--- src/rtl/sa_conv_pkg.sv ---
package sa_conv_pkg;

  // Phase of a stream slot: which output column it serves.
  function automatic int feed_phase(input int slot, input int kn);
    return slot / (kn * kn);
  endfunction

  // Kernel tap (flat row*kn+col) carried by a stream slot.
  function automatic int feed_tap(input int slot, input int kn);
    return slot % (kn * kn);
  endfunction

  // Flat pixel index that row stream 'row' carries in slot 'slot'.
  function automatic int feed_pixel_idx(input int row, input int slot,
                                        input int kn, input int imgn);
    int tap;
    tap = feed_tap(slot, kn);
    return (row + tap / kn) * imgn + feed_phase(slot, kn) + tap % kn;
  endfunction

endpackage

--- src/rtl/sa_feeder.sv ---
module sa_feeder
  import sa_conv_pkg::*;
#(
  parameter int IMG_N = 4,
  parameter int K_N   = 3,
  parameter int DW    = 8,
  parameter int CNT_W = 5,
  parameter int LD_AW = 4
) (
  input  logic                              clk,
  input  logic                              rst_n,
  input  logic                              ld_en,
  input  logic                              ld_wsel,
  input  logic [LD_AW-1:0]                  ld_addr,
  input  logic [DW-1:0]                     ld_data,
  input  logic                              busy,
  input  logic [CNT_W-1:0]                  tick,
  output logic [IMG_N-K_N:0][DW-1:0]        row_feed,
  output logic [IMG_N-K_N:0][DW-1:0]        col_feed
);
  localparam int OUT_N      = IMG_N - K_N + 1;
  localparam int TAPS       = K_N * K_N;
  localparam int PIXELS     = IMG_N * IMG_N;
  localparam int STREAM_LEN = OUT_N * TAPS;
  localparam int PIX_AW     = $clog2(PIXELS);
  localparam int TAP_AW     = $clog2(TAPS);

  logic [PIXELS-1:0][DW-1:0] pix_q;
  logic [TAPS-1:0][DW-1:0]   wgt_q;

  wire wr_ok = ld_en && !busy;

  always_ff @(posedge clk or negedge rst_n) begin
    if (!rst_n) begin
      pix_q <= '0;
      wgt_q <= '0;
    end else if (wr_ok) begin
      for (int e = 0; e < PIXELS; e++)
        if (!ld_wsel && int'(ld_addr) == e) pix_q[e] <= ld_data;
      for (int e = 0; e < TAPS; e++)
        if (ld_wsel && int'(ld_addr) == e) wgt_q[e] <= ld_data;
    end
  end

  // Row streams: pixels of every column phase, skewed by row.
  always_comb begin
    int slot;
    row_feed = '0;
    for (int r = 0; r < OUT_N; r++) begin
      slot = int'(tick) - r;
      if (busy && slot >= 0 && slot < STREAM_LEN)
        row_feed[r] = pix_q[PIX_AW'(feed_pixel_idx(r, slot, K_N, IMG_N))];
    end
  end

  // Column streams: weights only inside the column's own phase, zero elsewhere.
  always_comb begin
    int slot;
    col_feed = '0;
    for (int c = 0; c < OUT_N; c++) begin
      slot = int'(tick) - c;
      if (busy && slot >= 0 && slot < STREAM_LEN && feed_phase(slot, K_N) == c)
        col_feed[c] = wgt_q[TAP_AW'(feed_tap(slot, K_N))];
    end
  end

  a_r8_load_blocked: assert property (@(posedge clk) disable iff (!rst_n)
    busy && ld_en |=> $stable(pix_q) && $stable(wgt_q));

endmodule

--- src/rtl/sa_pe.sv ---
module sa_pe #(
  parameter int DW    = 8,
  parameter int ACC_W = 20
) (
  input  logic             clk,
  input  logic             rst_n,
  input  logic             clear,
  input  logic             en,
  input  logic [DW-1:0]    a_in,
  input  logic [DW-1:0]    b_in,
  output logic [DW-1:0]    a_out,
  output logic [DW-1:0]    b_out,
  output logic [ACC_W-1:0] acc
);
  logic [2*DW-1:0] prod;

  always_comb prod = {{DW{1'b0}}, a_in} * {{DW{1'b0}}, b_in};

  always_ff @(posedge clk or negedge rst_n) begin
    if (!rst_n) begin
      a_out <= '0;
      b_out <= '0;
      acc   <= '0;
    end else if (clear) begin
      a_out <= '0;
      b_out <= '0;
      acc   <= '0;
    end else if (en) begin
      a_out <= a_in;
      b_out <= b_in;
      acc   <= acc + {{(ACC_W-2*DW){1'b0}}, prod};
    end
  end

  a_r3_acc_no_wrap: assert property (@(posedge clk) disable iff (!rst_n)
    en && !clear |=> acc >= $past(acc));

endmodule

--- src/rtl/sa_conv2x2.sv ---
module sa_conv2x2 #(
  parameter int IMG_N = 4,
  parameter int K_N   = 3,
  parameter int DW    = 8,
  parameter int ACC_W = 20
) (
  input  logic                                  clk,
  input  logic                                  rst_n,
  input  logic                                  ld_en,
  input  logic                                  ld_wsel,
  input  logic [$clog2(IMG_N*IMG_N)-1:0]        ld_addr,
  input  logic [DW-1:0]                         ld_data,
  input  logic                                  start,
  output logic                                  busy,
  output logic                                  done,
  input  logic [$clog2((IMG_N-K_N+1)**2)-1:0]   rd_addr,
  output logic [ACC_W-1:0]                      rd_data
);
  localparam int OUT_N      = IMG_N - K_N + 1;
  localparam int TAPS       = K_N * K_N;
  localparam int STREAM_LEN = OUT_N * TAPS;
  localparam int RUN_CYCLES = STREAM_LEN + 2 * (OUT_N - 1);
  localparam int CNT_W      = $clog2(RUN_CYCLES + 1);
  localparam int LD_AW      = $clog2(IMG_N * IMG_N);

  logic             run_q, done_q;
  logic [CNT_W-1:0] tick_q;

  wire launch    = start && !run_q;
  wire last_tick = run_q && (tick_q == CNT_W'(RUN_CYCLES - 1));

  always_ff @(posedge clk or negedge rst_n) begin
    if (!rst_n) begin
      run_q  <= 1'b0;
      done_q <= 1'b0;
      tick_q <= '0;
    end else if (launch) begin
      run_q  <= 1'b1;
      done_q <= 1'b0;
      tick_q <= '0;
    end else if (run_q) begin
      tick_q <= tick_q + CNT_W'(1);
      if (last_tick) begin
        run_q  <= 1'b0;
        done_q <= 1'b1;
      end
    end
  end

  assign busy = run_q;
  assign done = done_q;

  logic [OUT_N-1:0][DW-1:0] row_feed, col_feed;

  sa_feeder #(
    .IMG_N(IMG_N), .K_N(K_N), .DW(DW), .CNT_W(CNT_W), .LD_AW(LD_AW)
  ) feeder_i (
    .clk(clk), .rst_n(rst_n),
    .ld_en(ld_en), .ld_wsel(ld_wsel), .ld_addr(ld_addr), .ld_data(ld_data),
    .busy(run_q), .tick(tick_q),
    .row_feed(row_feed), .col_feed(col_feed)
  );

  logic [OUT_N-1:0][OUT_N-1:0][DW-1:0]    h_link, v_link;
  logic [OUT_N*OUT_N-1:0][ACC_W-1:0]      acc_flat;

  for (genvar r = 0; r < OUT_N; r++) begin : g_r
    for (genvar c = 0; c < OUT_N; c++) begin : g_c
      logic [DW-1:0] a_src, b_src;
      if (c == 0) begin : g_left
        assign a_src = row_feed[r];
      end else begin : g_inner_h
        assign a_src = h_link[r][c-1];
      end
      if (r == 0) begin : g_top
        assign b_src = col_feed[c];
      end else begin : g_inner_v
        assign b_src = v_link[r-1][c];
      end
      sa_pe #(.DW(DW), .ACC_W(ACC_W)) pe_i (
        .clk(clk), .rst_n(rst_n), .clear(launch), .en(run_q),
        .a_in(a_src), .b_in(b_src),
        .a_out(h_link[r][c]), .b_out(v_link[r][c]),
        .acc(acc_flat[r*OUT_N+c])
      );
    end
  end

  assign rd_data = acc_flat[rd_addr];

  // Assertions
  for (genvar k = 0; k < OUT_N; k++) begin : g_chk
    a_r2_row_pass: assert property (@(posedge clk) disable iff (!rst_n)
      run_q |=> h_link[k][0] == $past(row_feed[k]));
    a_r2_col_pass: assert property (@(posedge clk) disable iff (!rst_n)
      run_q |=> v_link[0][k] == $past(col_feed[k]));
    a_r2_zero_pad: assert property (@(posedge clk) disable iff (!rst_n)
      col_feed[k] != '0 |-> (int'(tick_q) >= k * (TAPS + 1)) &&
                            (int'(tick_q) <  k * (TAPS + 1) + TAPS));
  end

  a_r6_busy_done_excl: assert property (@(posedge clk) disable iff (!rst_n)
    !(run_q && done_q));
  a_r5_done_timing: assert property (@(posedge clk) disable iff (!rst_n)
    $rose(done_q) |-> $past(tick_q) == CNT_W'(RUN_CYCLES - 1));
  a_r7_start_ignored: assert property (@(posedge clk) disable iff (!rst_n)
    run_q && start && !last_tick |=> run_q && tick_q == $past(tick_q) + CNT_W'(1));

endmodule

--- config.mk ---
export PLATFORM = sky130hd
export DESIGN_NAME = sa_conv2x2
export DESIGN_NICKNAME = d
export VERILOG_FILES = /design/src/rtl/sa_conv_pkg.sv /design/src/rtl/sa_feeder.sv /design/src/rtl/sa_pe.sv /design/src/rtl/sa_conv2x2.sv
export SDC_FILE = /design/constraint.sdc
export NUM_CORES = 1
export LEC_CHECK = 0
export ABC_AREA = 1
export BUFFER_PORTS_ARGS = -buffer_cell sky130_fd_sc_hd__buf_2
export CAP_MARGIN = 20
export CORE_MARGIN = 4
export CORE_UTILIZATION = 56
export CTS_BUF_LIST = sky130_fd_sc_hd__clkbuf_2
export DETAILED_ROUTE_END_ITERATION = 8
export PLACE_DENSITY = 0.72
export SYNTH_ARGS = -nofsm -noshare
export SYNTH_HDL_FRONTEND = slang
export SYNTH_HIERARCHICAL = 1
export SYNTH_SLANG_ARGS = --single-unit
--- constraint.sdc ---
create_clock -name clk -period 20.4 [get_ports clk]
set_clock_uncertainty 0.2 [all_clocks]
set_input_delay 4.08 -clock clk [delete_from_list [all_inputs] [get_ports clk]]
set_output_delay 4.08 -clock clk [all_outputs]
set_load 0.005 [all_outputs]
==> reports/metrics.yaml, run 1 <==
die_w_microns: 246.6
ant_nets: 0
worstSkewPairLatency_ns: 1.17
postCtsSetupRepairBufs: 0
floorplan.die_area_sq_um: 60810
wire_per_inst_microns: 16.06
cap_violations: 0
cts_buffers: 93
finalHoldViolations: 0
cp_slowest_cell: "clkinv_1"
antenna_found_initial: 2
first_pass_iters: 6
rsz0062_at_grt: "no"
syn_nets: 5046
layout_commonest_cell: "nand2_1"
criticalPathCategory: "reg -> reg"
totalWireLength_microns: 86770
synth_area_sq_um: 31880
dr_total_vias: 29007
overflow: 0
grt_pass1_wl_microns: 142900
grt_pass1_vias: 27688
gp_congestion: 0.9170
cp.arrival_ns: 16.31
drtIter0Drc: 2761
rows: 87
cts.sink_count: 319
syn_inst: 4626
cpMostUsedCell: "nand2_1"
fin_nets: 4995
crit_required_ns: 21.19
die_h_microns: 246.6
max_stage_delay_ns: 0.66
cts_max_level: 3
tns_ns: 0
regArea_sq_um: 7983
fin_crit_ns: 15.52
place_area_sq_um: 32300
syn2layout_area_growth_pct: 3.964
drc: 0
viasPerCell: 5.368
multiInputGateArea_sq_um: 19300
clock_path_buffers: 3
grt_util_all_layers_pct: 29.02
start_util_pct: 56.54
dp.final_hpwl_microns: 63230
io_pins: 41
layout_common_cells: "1366 x nand2_1, 938 x inv_1, 367 x o21ai_0, 319 x dfrtp_1, 257 x nand3_1"
core-area_sq_um: 56390
fin_crit_sh_pct: 76.06
cts_resized: 0
grt_max_degree: 154
synth_area_per_cell_sq_um: 6.892
setup_viol: 0
clk_pin_slew_ns: 0.09
max_freq_mhz: 64.45
max_slew_margin_pct: 24.14
slew_viol_final: 0
fill_cells: 5518
cp-start-kind: "register"
design_area_sq_um: 33150
drive_gt1_share_pct: 7.600
worstMarginPinSlew_ns: 1.137
cts.hold.buffers_added: 0
place_ws_ns: 5.026
worstPathMaxFanout: 75
port_buffers: 40
yosysWarnings: 6
crit_path_end_kind: "register"
status: "finished, final reports clean"
cts_tree: "done"
setup_ws_ns: 4.883
hold_class: "reg -> reg"
cts-root-buf: "clkbuf_2"
[state kept, by name, indices dropped and copies added, names as in the netlist]
signal,cells
feeder_i/pix_q,128
g_r.g_c.pe_i/acc,80
feeder_i/wgt_q,72
g_r.g_c.pe_i/a_out,16
g_r.g_c.pe_i/b_out,16
tick_q,5
busy,1
done,1
[layout make-up]
class                   count  share of cell area (%)
diodes                      3                 0.02265
clock buffers             136                   2.054
clock inverters            29                  0.4756
inverters                 957                   10.85
multi-input cells        3130                   58.22
flip-flops and latches    319                   24.08
well taps                 756                   2.854
repair buffers             74                   1.442
[worst max-delay path: cells and delay by family (launching register included)]
kind                     cells  cell delay (ns)
AND/OR/NAND/NOR             44             6.30
adder cells (fa/ha/maj)     13             4.41
buffers and inverters       14             2.64
AO/OA/AOI/OAI                7             1.34
flip-flops                   1             0.48
[routing by layer]
layer | share of wire (%) | up-vias | track usage, %
met5 | 0 | - | 0
met4 | 3.3 | 0 | 9.945
met3 | 7.1 | 182 | 4.898
met2 | 46 | 955 | 46.23
met1 | 44 | 13665 | 40.30
li1 | - | 14205 | -
[per-stage QoR]
stage | hold slack, ns | utilization (%) | instances
6_report | 0.2884 | 58.78 | 5404
5_1_grt | 0.3157 | 58.78 | 5404
4_1_cts | 0.2945 | 58.77 | 5401
3_5_place_dp | 0.2711 | 57.28 | 5236
3_3_place_gp | 0.2653 | 57.28 | 5236
2_1_floorplan | 0.2530 | - | 4626
[path summary, 6_finish.rpt]
| path | slack [ns] | to | start | depth (start not counted) |
|---|---|---|---|---|
| setup / recovery | 4.88 | g_r[1].g_c[0].pe_i/acc[18]$_DFFE_PN0P_ | tick_q[1]$_DFFE_PN0P_ | 78 |
| hold / removal | 0.29 | feeder_i/wgt_q[13]$_DFFE_PN0P_ | feeder_i/wgt_q[13]$_DFFE_PN0P_ | 2 |
| setup reg to reg | 4.88 | g_r[1].g_c[0].pe_i/acc[18]$_DFFE_PN0P_ | tick_q[1]$_DFFE_PN0P_ | 78 |
| hold reg to reg | 0.29 | feeder_i/wgt_q[13]$_DFFE_PN0P_ | feeder_i/wgt_q[13]$_DFFE_PN0P_ | 2 |
| max in group asynchronous | 15.06 | feeder_i/wgt_q[54]$_DFFE_PN0P_ | rst_n | 3 |
| min in group asynchronous | 2.78 | feeder_i/pix_q[45]$_DFFE_PN0P_ | rst_n | 1 |
Power of run 1 is left out: the tool's default activity adds up to more than one toggle a clock period on the data nets, which glitch-free logic cannot reach.
==> inputs of run 2 (changes only) <==
--- a/config.mk
+++ b/config.mk
@@ -5,14 +5,14 @@
 export SDC_FILE = /design/constraint.sdc
 export NUM_CORES = 1
 export LEC_CHECK = 0
-export ABC_AREA = 1
+export ABC_AREA = 0
 export BUFFER_PORTS_ARGS = -buffer_cell sky130_fd_sc_hd__buf_2
 export CAP_MARGIN = 20
 export CORE_MARGIN = 4
 export CORE_UTILIZATION = 56
 export CTS_BUF_LIST = sky130_fd_sc_hd__clkbuf_2
 export DETAILED_ROUTE_END_ITERATION = 8
-export PLACE_DENSITY = 0.72
+export PLACE_DENSITY = 0.75
 export SYNTH_ARGS = -nofsm -noshare
 export SYNTH_HDL_FRONTEND = slang
 export SYNTH_HIERARCHICAL = 1
==> constraint.sdc (replaced) <==
create_clock -name clk -period 12.75 [get_ports clk]
set_clock_uncertainty 0.2 [all_clocks]
set_input_delay 2.55 -clock clk [delete_from_list [all_inputs] [get_ports clk]]
set_output_delay 2.55 -clock clk [all_outputs]
set_load 0.005 [all_outputs]
==> reports/metrics.yaml, run 2 <==
status: "finished, violations left"  # was finished, final reports clean
violations: "negative setup slack"
grt_util_all_layers_pct: 29.11  # was 29.02%
crit_required_ns: 13.48  # was 21.19 ns
criticalPathCategory: "reg -> reg"  # unchanged
layout_common_cells: "410 x inv_1, 399 x buf_4, 316 x dfrtp_1, 238 x nand2_1, 218 x mux2_2"  # was 1366 x nand2_1, 938 x inv_1, 367 x o21ai_0, 319 x dfrtp_1, 257 x nand3_1
hold_depth: 1  # was 2
grt_pass1_wl_microns: 140100  # was 142900 microns
slew_viol_final: 0  # unchanged
max_stage_delay_ns: 0.57  # was 0.66 ns
first_pass_iters: 8  # was 6
layout_commonest_cell: "inv_1"  # was nand2_1
drtIter0Drc: 1764  # was 2761
setup_ws_ns: -1.334  # was 4.883 ns
syn_inst: 3090  # was 4626
rsz0062_at_grt: "yes"  # was no
critPathTopFamily: "adder cells"  # was simple AND/OR/NAND/NOR gates
antenna_found_initial: 4  # was 2
worstMarginPinSlew_ns: 1.141  # was 1.137 ns
gp_congestion: 0.9306  # was 0.9170
dr_total_vias: 25503  # was 29.01k
hold_class: "reg -> reg"  # unchanged
wire_per_inst_microns: 20.30  # was 16.06 microns
max_freq_mhz: 71.00  # was 64.45 MHz
viasPerCell: 5.886  # was 5.368
fin_hold_ws_ns: 0.3377  # was 0.2884 ns
largest_register_ffs: 128  # unchanged
critPathBufInv: 11  # was 14
cts.sink_count: 319  # unchanged
dp.final_hpwl_microns: 63900  # was 63230 microns
port_buffers: 40  # unchanged
ant_nets: 0  # unchanged
drive_gt1_share_pct: 35.25  # was 7.600%
cp-start-kind: "register"  # unchanged
syn_nets: 3510  # was 5046
max_slew_margin_pct: 23.64  # was 24.14%
rows: 86  # was 87
worstSkewPairLatency_ns: 1.13  # was 1.17 ns
fin_crit_sh_pct: 110.5  # was 76.06%
die_w_microns: 244.1  # was 246.6 microns
syn2layout_area_growth_pct: 20.00  # was 3.964%
fin_nets: 3934  # was 4995
cp.arrival_ns: 14.81  # was 16.31 ns
cpMostUsedCell: "ha_4"  # was nand2_1
tns_ns: -24.68  # was 0 ns
io_pins: 41  # unchanged
clock_path_buffers: 3  # unchanged
clk_pin_slew_ns: 0.11  # was 0.09 ns
largestRegisters: "feeder_i/pix_q (128), g_r.g_c.pe_i/acc (80), feeder_i/wgt_q (72)"  # unchanged
synth_area_per_cell_sq_um: 10.11  # was 6.892 sq um
finalHoldViolations: 0  # unchanged
fin_crit_ns: 14.08  # was 15.52 ns
drc: 0  # unchanged
cts_buffers: 86  # was 93
setup_viol: 32  # was 0
grt_pass1_vias: 26751  # was 27.69k
crit_path_end_kind: "register"  # unchanged
cts_max_level: 3  # unchanged
synth_area_sq_um: 31230  # was 31880 sq um
worstPathMaxFanout: 8  # was 75
r2r_cells: 70  # was 78
cts-root-buf: "clkbuf_2"  # unchanged
floorplan.die_area_sq_um: 59600  # was 60810 sq um
cp_slowest_cell: "fa_1"  # was clkinv_1
core-area_sq_um: 55200  # was 56390 sq um
totalWireLength_microns: 87940  # was 86770 microns
yosysWarnings: 6  # unchanged
cap_violations: 0  # unchanged
cp.depth: 70  # was 78
die_h_microns: 244.1  # was 246.6 microns
grt_max_degree: 102  # was 154
start_util_pct: 56.57  # was 56.54%
cts_tree: "done"  # unchanged
overflow: 0  # unchanged
regMostFlops: "feeder_i/pix_q"  # unchanged
## run 2: worst paths after layout
path | startpoint | end | slack [ns]
max in group asynchronous | rst_n | feeder_i/pix_q[113]$_DFFE_PN0P_ | 8.79
min in group asynchronous | rst_n | g_r[0].g_c[1].pe_i/acc[16]$_DFFE_PN0P_ | 1.24
setup reg to reg | tick_q[1]$_DFFE_PN0P_ | g_r[1].g_c[0].pe_i/acc[16]$_DFFE_PN0P_ | -1.33
setup / recovery | tick_q[1]$_DFFE_PN0P_ | g_r[1].g_c[0].pe_i/acc[16]$_DFFE_PN0P_ | -1.33
hold reg to reg | feeder_i/wgt_q[8]$_DFFE_PN0P_ | feeder_i/wgt_q[8]$_DFFE_PN0P_ | 0.34
hold / removal | feeder_i/wgt_q[8]$_DFFE_PN0P_ | feeder_i/wgt_q[8]$_DFFE_PN0P_ | 0.34
## run 2: final cells by class
class                           count  area [sq um]
Clock inverter                     39         252.7
Timing Repair Buffer              479          3825
Clock buffer                      115         575.6
Inverter                          442          1667
Antenna cell                        5         12.51
Sequential cell                   319          7989
Tap cell                          748         935.9
Multi-Input combinational cell   2186         22210
Fill cell                        4012         17730
## run 2: stage by stage
stage	instances	cell area, sq um	utilization, %	setup slack (ns)
floorplan	3090	31720	-	-2.018
global route	4333	37470	67.88	-1.817
finish	4333	37470	67.88	-1.334
global placement	4059	34740	62.93	-1.307
detailed placement	4059	34740	62.93	-1.616
CTS	4291	36680	66.46	-1.170
## run 2: routing by layer
| layer | global-route usage [%] | vias up | share of wire [%] |
|---|---|---|---|
| li1 | - | 11453 | - |
| met5 | 0 | - | 0.038 |
| met2 | 50.03 | 921 | 50 |
| met1 | 36.36 | 12894 | 40 |
| met4 | 10.89 | 4 | 3.7 |
| met3 | 6.140 | 231 | 6.6 |
## run 2: what timing repair did
action / 4_1_cts / 5_1_grt
pin swaps: 118 / 105
setup endpoints to repair: 33 / 34
setup buffers: 79 / 39
hold buffers: 0 / 0
gates resized for setup: 117 / 99
Power of run 2 is left out for the same reason.
